<file path="config.mk">
export PLATFORM = sky130hd
export DESIGN_NAME = carrier_burst_detector
export DESIGN_NICKNAME = d
export VERILOG_FILES = /design/src/rtl/cbd_pkg.sv /design/src/rtl/cbd_deglitch.sv /design/src/rtl/cbd_period_meter.sv /design/src/rtl/cbd_group_checker.sv /design/src/rtl/cbd_pulse_stretch.sv /design/src/rtl/carrier_burst_detector.sv
export SDC_FILE = /design/constraint.sdc
export NUM_CORES = 1
export LEC_CHECK = 0
export BUFFER_PORTS_ARGS = -buffer_cell sky130_fd_sc_hd__buf_2
export CORE_ASPECT_RATIO = 0.9
export CORE_UTILIZATION = 55
export CTS_CLUSTER_SIZE = 20
export DETAILED_ROUTE_END_ITERATION = 7
export GPL_TIMING_DRIVEN = 0
export HOLD_SLACK_MARGIN = 0.03
export PLACE_DENSITY = 0.78
export SYNTH_ARGS = -nofsm -noshare
export SYNTH_HDL_FRONTEND = slang
export SYNTH_SLANG_ARGS = --single-unit
</file>
<file path="constraint.sdc">
create_clock -name clk -period 1.95 [get_ports clk]
set_input_delay 0.0975 -clock clk [delete_from_list [all_inputs] [get_ports clk]]
set_output_delay 0.0975 -clock clk [all_outputs]
set_load 0.05 [all_outputs]
</file>
<file path="src/rtl/cbd_pkg.sv">
package cbd_pkg;

  typedef enum logic {
    ST_FIRST  = 1'b0,
    ST_SECOND = 1'b1
  } grp_stage_e;

  // Number of clock cycles spanning a duration in nanoseconds.
  function automatic int clocks_for_ns(input longint hz, input longint ns);
    return int'((hz * ns) / 64'd1_000_000_000);
  endfunction

endpackage

</file>
<file path="src/rtl/cbd_deglitch.sv">
module cbd_deglitch #(
  parameter int STAGES = 2,
  parameter int HOLD   = 15
) (
  input  logic clk,
  input  logic rst,
  input  logic din,
  output logic level
);
  localparam int HW = $clog2(HOLD + 1);

  logic [STAGES-1:0] sync_q;
  logic              din_s;
  logic [HW-1:0]     run_cnt;
  logic              filt_q;

  always_ff @(posedge clk) begin
    if (rst) sync_q <= '0;
    else     sync_q <= {sync_q[STAGES-2:0], din};
  end
  assign din_s = sync_q[STAGES-1];

  always_ff @(posedge clk) begin
    if (rst) begin
      filt_q  <= 1'b0;
      run_cnt <= '0;
    end else if (din_s == filt_q) begin
      run_cnt <= '0;
    end else if (run_cnt == HW'(HOLD - 1)) begin
      filt_q  <= din_s;
      run_cnt <= '0;
    end else begin
      run_cnt <= run_cnt + 1'b1;
    end
  end

  assign level = filt_q;

  // a change of the filtered level always moves toward the sampled input
  p_flip_follows_input_r1: assert property (@(posedge clk) disable iff (rst)
    !$stable(filt_q) |-> (filt_q == $past(din_s)));

  // the hold counter never passes the hold limit
  p_hold_bound_r1: assert property (@(posedge clk) disable iff (rst)
    run_cnt < HW'(HOLD));

endmodule

</file>
<file path="src/rtl/cbd_period_meter.sv">
module cbd_period_meter #(
  parameter int PMIN = 40,
  parameter int PMAX = 57,
  parameter int PW   = 7
) (
  input  logic          clk,
  input  logic          rst,
  input  logic          level,
  output logic          qual,
  output logic          bad,
  output logic [PW-1:0] period
);
  localparam int PSAT = PMAX + 1;

  logic          level_q;
  logic          rise;
  logic [PW-1:0] pcnt;
  logic          in_win;

  assign rise   = level & ~level_q;
  assign in_win = (pcnt >= PW'(PMIN)) && (pcnt <= PW'(PMAX));

  always_ff @(posedge clk) begin
    if (rst) begin
      level_q <= 1'b0;
      pcnt    <= PW'(PSAT);
      qual    <= 1'b0;
      bad     <= 1'b0;
      period  <= '0;
    end else begin
      level_q <= level;
      qual    <= rise & in_win;
      bad     <= rise & ~in_win;
      if (rise) begin
        period <= pcnt;
        pcnt   <= PW'(1);
      end else if (pcnt != PW'(PSAT)) begin
        pcnt <= pcnt + 1'b1;
      end
    end
  end

  // a period is either accepted or rejected, never both
  p_qual_bad_excl_r2: assert property (@(posedge clk) disable iff (rst)
    $onehot0({qual, bad}));

  // the period counter stays in its saturating range
  p_pcnt_range_r3: assert property (@(posedge clk) disable iff (rst)
    (pcnt != '0) && (pcnt <= PW'(PSAT)));

  // a strobe only follows a rising edge of the filtered level
  p_strobe_after_rise_r2: assert property (@(posedge clk) disable iff (rst)
    (qual || bad) |-> $past(level) && !$past(level_q));

endmodule

</file>
<file path="src/rtl/cbd_group_checker.sv">
module cbd_group_checker
  import cbd_pkg::*;
#(
  parameter int GROUP_LEN = 13,
  parameter int GMIN      = 530,
  parameter int GMAX      = 730,
  parameter int PW        = 7,
  parameter int PMAX      = 57
) (
  input  logic          clk,
  input  logic          rst,
  input  logic          qual,
  input  logic          bad,
  input  logic [PW-1:0] period,
  output logic          hit,
  output logic          err
);
  localparam int CW = $clog2(GROUP_LEN + 1);
  localparam int GW = $clog2(GROUP_LEN * (PMAX + 1) + 1) + 1;

  logic [CW-1:0] cnt;
  logic [GW-1:0] sum;
  logic [GW-1:0] total;
  logic          total_ok;
  grp_stage_e    stage;

  always_comb begin
    total    = sum + GW'(period);
    total_ok = (total >= GW'(GMIN)) && (total <= GW'(GMAX));
  end

  always_ff @(posedge clk) begin
    if (rst) begin
      cnt   <= '0;
      sum   <= '0;
      stage <= ST_FIRST;
      hit   <= 1'b0;
      err   <= 1'b0;
    end else begin
      hit <= 1'b0;
      err <= 1'b0;
      if (bad) begin
        cnt   <= '0;
        sum   <= '0;
        stage <= ST_FIRST;
      end else if (qual) begin
        if (cnt == CW'(GROUP_LEN - 1)) begin
          cnt <= '0;
          sum <= '0;
          if (total_ok) begin
            if (stage == ST_FIRST) begin
              stage <= ST_SECOND;
            end else begin
              hit   <= 1'b1;
              stage <= ST_FIRST;
            end
          end else begin
            err   <= 1'b1;
            stage <= ST_FIRST;
          end
        end else begin
          cnt <= cnt + 1'b1;
          sum <= total;
        end
      end
    end
  end

  // the cycle count never reaches the group length
  p_cnt_range_r4: assert property (@(posedge clk) disable iff (rst)
    cnt < CW'(GROUP_LEN));

  // a group ends either valid or in error, never both
  p_hit_err_excl_r5: assert property (@(posedge clk) disable iff (rst)
    $onehot0({hit, err}));

  // error is a single-clock pulse
  p_err_single_r5: assert property (@(posedge clk) disable iff (rst)
    err |=> !err);

  // a detect closes the second group and returns to the first stage
  p_hit_from_second_r6: assert property (@(posedge clk) disable iff (rst)
    hit |-> (stage == ST_FIRST) && ($past(stage) == ST_SECOND));

  // an out-of-window period leaves a cleared group
  p_bad_clears_r3: assert property (@(posedge clk) disable iff (rst)
    $past(bad) |-> (cnt == '0) && (sum == '0) && (stage == ST_FIRST));

endmodule

</file>
<file path="src/rtl/cbd_pulse_stretch.sv">
module cbd_pulse_stretch #(
  parameter int TICK = 5
) (
  input  logic clk,
  input  logic rst,
  input  logic trig,
  output logic pulse
);
  generate
    if (TICK == 1) begin : g_direct
      logic out_q;
      always_ff @(posedge clk) begin
        if (rst) out_q <= 1'b0;
        else     out_q <= trig;
      end
      assign pulse = out_q;
    end else begin : g_count
      localparam int TW = $clog2(TICK + 1);
      logic [TW-1:0] left;
      always_ff @(posedge clk) begin
        if (rst)                left <= '0;
        else if (trig)          left <= TW'(TICK);
        else if (left != '0)    left <= left - 1'b1;
      end
      assign pulse = (left != '0);

      // a stretched pulse does not end after its first clock
      p_width_min_r6: assert property (@(posedge clk) disable iff (rst)
        $rose(pulse) |=> pulse);
    end
  endgenerate
endmodule

</file>
<file path="src/rtl/carrier_burst_detector.sv">
module carrier_burst_detector
  import cbd_pkg::*;
#(
  parameter int CLK_HZ      = 2_000_000,
  parameter int SYNC_STAGES = 2,
  parameter int GROUP_LEN   = 13,
  parameter int FLO_HZ      = 35_000,
  parameter int FHI_HZ      = 50_000,
  parameter int HOLD_NS     = 7_500,
  parameter int GLO_NS      = 265_000,
  parameter int GHI_NS      = 365_000,
  parameter int PULSE_NS    = 2_500
) (
  input  logic clk,
  input  logic rst,
  input  logic carrier_raw,
  output logic detect,
  output logic error_flag
);
  localparam int TICK = clocks_for_ns(CLK_HZ, PULSE_NS);
  localparam int HOLD = clocks_for_ns(CLK_HZ, HOLD_NS);
  localparam int PMIN = CLK_HZ / FHI_HZ;
  localparam int PMAX = CLK_HZ / FLO_HZ;
  localparam int GMIN = clocks_for_ns(CLK_HZ, GLO_NS);
  localparam int GMAX = clocks_for_ns(CLK_HZ, GHI_NS);
  localparam int PW   = $clog2(PMAX + 2);

  logic          level;
  logic          qual;
  logic          bad;
  logic [PW-1:0] period;
  logic          hit;

  cbd_deglitch #(.STAGES(SYNC_STAGES), .HOLD(HOLD)) u_deglitch (
    .clk(clk), .rst(rst), .din(carrier_raw), .level(level)
  );

  cbd_period_meter #(.PMIN(PMIN), .PMAX(PMAX), .PW(PW)) u_meter (
    .clk(clk), .rst(rst), .level(level),
    .qual(qual), .bad(bad), .period(period)
  );

  cbd_group_checker #(
    .GROUP_LEN(GROUP_LEN), .GMIN(GMIN), .GMAX(GMAX), .PW(PW), .PMAX(PMAX)
  ) u_group (
    .clk(clk), .rst(rst), .qual(qual), .bad(bad), .period(period),
    .hit(hit), .err(error_flag)
  );

  cbd_pulse_stretch #(.TICK(TICK)) u_stretch (
    .clk(clk), .rst(rst), .trig(hit), .pulse(detect)
  );

  // outputs are quiet in the first clock after reset
  p_quiet_after_reset_r8: assert property (@(posedge clk)
    $past(rst) |-> !detect && !error_flag);

endmodule

</file>
==> out/metrics.yaml <==
critical_path:
  reg2reg_slack_ns: -0.21
  r2r_cells: 8
  endpoint: "u_group.err"
  setup.worst_path.start: "u_group.sum[0]"
  reg2reg_to: "u_group.err"
  crit_path_end_kind: "flop"
  critPathSlowestCell: "fa_2"
  critPathKind: "reg2reg"
  critPathMaxStageDelay_ns: 0.36
  required_ns: 2.14
  rr_startpoint: "u_group.sum[0]"
  crit_path_max_fanout: 3
  crit_chain: "ha_4, fa_2, a21o_4, a311o_2, o211ai_1, buf_4, o22ai_4, o211a_1"
  worstPathArrival_ns: 2.36
  start_kind: "flop"
sta:
  post-route-min-period_ns: 2.16
  setup-violations-final: 6
  fmax_mhz: 462
  finalHoldViolations: 0
  relSlewSlack_pct: 67.3
  rsz0062_at_grt: "true"
  worst_pin_slew_ns: 0.490
  setup_ws_ns: -0.215
  drv_slew: 0
  fin_worst_hold_slack_ns: 0.0627
  period_share_pct: 111
  skew_ns: 0.00452
power:
  p_leak_uw: 0.00104
  p_per_area_nw_per_um2: 784
  ir_drop_uv: 647
flow_run:
  drv_cap: 0
place:
  place.gp.congestion: 0.769
  dp_hpwl_mm: 3.08
  dp_cells: 309
  port_buffers: 4
clock_tree:
  clkTransAtPathRegs_ns: 0.08
  clkLatencyLatePin_ns: 0.30
  cts_root_buf: "clkbuf_8"
  h-tree-depth: 2
  clock-sinks: 43
  tritoncts.num_buffers: 5
  clk_path_buf_depth: 2
  cts_tree: "yes"
route:
  met2_wirelength_mm: 2.07
  met1_length_mm: 2.20
  viasPerCell: 5.74
  drt-total-wl_mm: 4.50
  vias: 1864
  drc: 0
  wire_per_inst_microns: 13.8
  ant_nets: 0
  drt_iter0_markers: 104
  wl_met3_microns: 151
  top_layer_used: "met4"
  drt_pass1_iterations: 4
layout:
  nets: 298
  layout-drive-gt1-share_pct: 20.1
  antennaDiodeCount: 0
  syn_to_final_growth_pct: 18.2
  fin_cells: 325
synthesis:
  synthAdderAreaFrac_pct: 9.79
  synth_area_leader_cell: "dfxtp_1"
  synth_area_leaders: "dfxtp_1 38%, ha_1 8.9%, nor2_1 5.2%"
  synth_edf_count: 0
  synth-xor-area-share_pct: 5.45
  synth_mux_area_share_pct: 1.34
  ys_warn_count: 0
  synth-seq-cells: 43
  synth_common_cells: "43 x dfxtp_1, 31 x nor2_1, 24 x nand2_1"
  ys_seq_area_share_pct: 38.3
  async_flop_share_pct: 0
  ys.flop_type: "dfxtp_1"
  synth_most_common_cell: "dfxtp_1"
  yosysUniqueCellTypes: 52
  synth.avg_cell_area_sq_um: 8.68
  synth_compound_area_share_pct: 21.7
  synth_top_family_by_area: "compound AO/OA/AOI/OAI gates"
  netlist_area_sq_um: 2250
  syn_inst: 259
  synth_top_area_share_pct: 38.3
  synth_simple_gate_area_share_pct: 19.9
  synth_fp_nets: 279
global_routing:
  grt-ovfl-total: 0
  grt_max_degree: 14
  grt_pass1_wl_mm: 7.64
  antenna_found_initial: 0
  grt_pass1_vias: 1698
  grt_usage_pct: 22.1
die:
  floorplan.initialDensity_pct: 59.0
  die_h_microns: 62.7
  rows: 21
  die-area_sq_um: 4350
  die_x_microns: 69.4
  core_sq_um: 3810
  pin_count: 5
min_path:
  hold_path_class: "in2reg"
run_status:
  violations: "setup timing"
  status: "finished, violations left"
==> through the flow <==
step	total power, uW	area, sq um	TNS (ns)	setup slack, ns	utilization, %
floorplan	1320	2260	-0.00425	-0.00425	-
global placement	1380	2330	-0.509	-0.170	61.3
detailed placement	1390	2330	-0.730	-0.213	61.3
CTS	2100	2520	-0.751	-0.220	66.0
global route	2210	2660	-1.10	-0.270	69.8
finish	2080	2660	-0.639	-0.215	69.8
==> power breakdown <==
group          internal [uW]  total, uW  switching, uW
combinational            162        390            227
sequential               931        983           51.7
clock                    414        710            296
==> layer usage <==
metal,global-route usage (%),vias to the layer above
met4,8.93,0
met3,5.00,7
met2,34.0,37
met5,0,-
li1,-,950
met1,30.0,870
==> logic make-up after synthesis <==
group                    after synthesis
flip-flops                            43
multiplexers                           3
AND/OR/NAND/NOR                       94
buffers and inverters                 20
XOR/XNOR                              14
AO/OA/AOI/OAI                         68
adder cells (fa/ha/maj)               17
==> flip-flops by register name, indices dropped and copies added (netlist names), 2 cells and up <==
name	count
u_meter.period	6
u_meter.pcnt	6
u_group.sum	11
u_group.cnt	4
u_stretch.g_count.left	3
u_deglitch.run_cnt	4
u_deglitch.sync_q	2
==> worst max-delay path, delay by kind of cell, from the launching register on <==
kind	cells	cell delay (ns)
compound gates	5	0.99
fa+ha+maj	2	0.52
buf+inv	1	0.19
flops	1	0.34
==> what timing repair did <==
item | in CTS | in global routing
hold buffers | 1 | 0
pin swaps | 2 | 8
setup buffers | 2 | 6
gates resized for setup | 7 | 23
hold endpoints to repair | 1 | 0
cloned | 0 | 0
setup endpoints to repair | 5 | 7
==> cell type report <==
type	count	area, sq um
timing repair buffer	13	93.8
sequential	43	868
inverter	9	33.8
buffer	10	43.8
multi-input combinational	196	1440
clock inverter	2	35.0
tap	46	57.6
clock buffer	6	82.6
fill	302	1150
==> placed cells by master (no fill, tap or decap), types with 2 or more instances in the layout <==
cell type / n
dfxtp_1: 39
nor2_1: 31
nand2_1: 24
a21oi_1: 15
ha_1: 12
nand3_1: 9
inv_1: 8
buf_4: 8
a22oi_1: 8
xnor2_1: 7
nand2b_1: 6
clkbuf_1: 6
buf_2: 6
xor2_1: 6
o21ai_0: 6
clkbuf_8: 6
a21o_1: 5
nor2b_1: 5
o211ai_1: 4
nor3_1: 4
or3_1: 3
a21oi_2: 3
mux2i_1: 3
a31oi_1: 3
ha_4: 3
dfxtp_2: 3
a21oi_4: 2
a211oi_4: 2
o21ai_2: 2
o21bai_1: 2
==> worst min-delay path by stage <==
stage                     start                   endpoint  slack [ns]  cells past startpoint
detailed placement  carrier_raw       u_deglitch.sync_q[0]        0.34                      2
floorplan                   rst  u_stretch.g_count.left[1]        0.19                      1
global placement    carrier_raw       u_deglitch.sync_q[0]        0.31                      2
CTS                         rst  u_stretch.g_count.left[1]        0.06                      2
finish                      rst  u_stretch.g_count.left[1]        0.06                      2
global route                rst  u_stretch.g_count.left[1]        0.08                      2
Note: power is estimated with default switching activity, not from simulation.
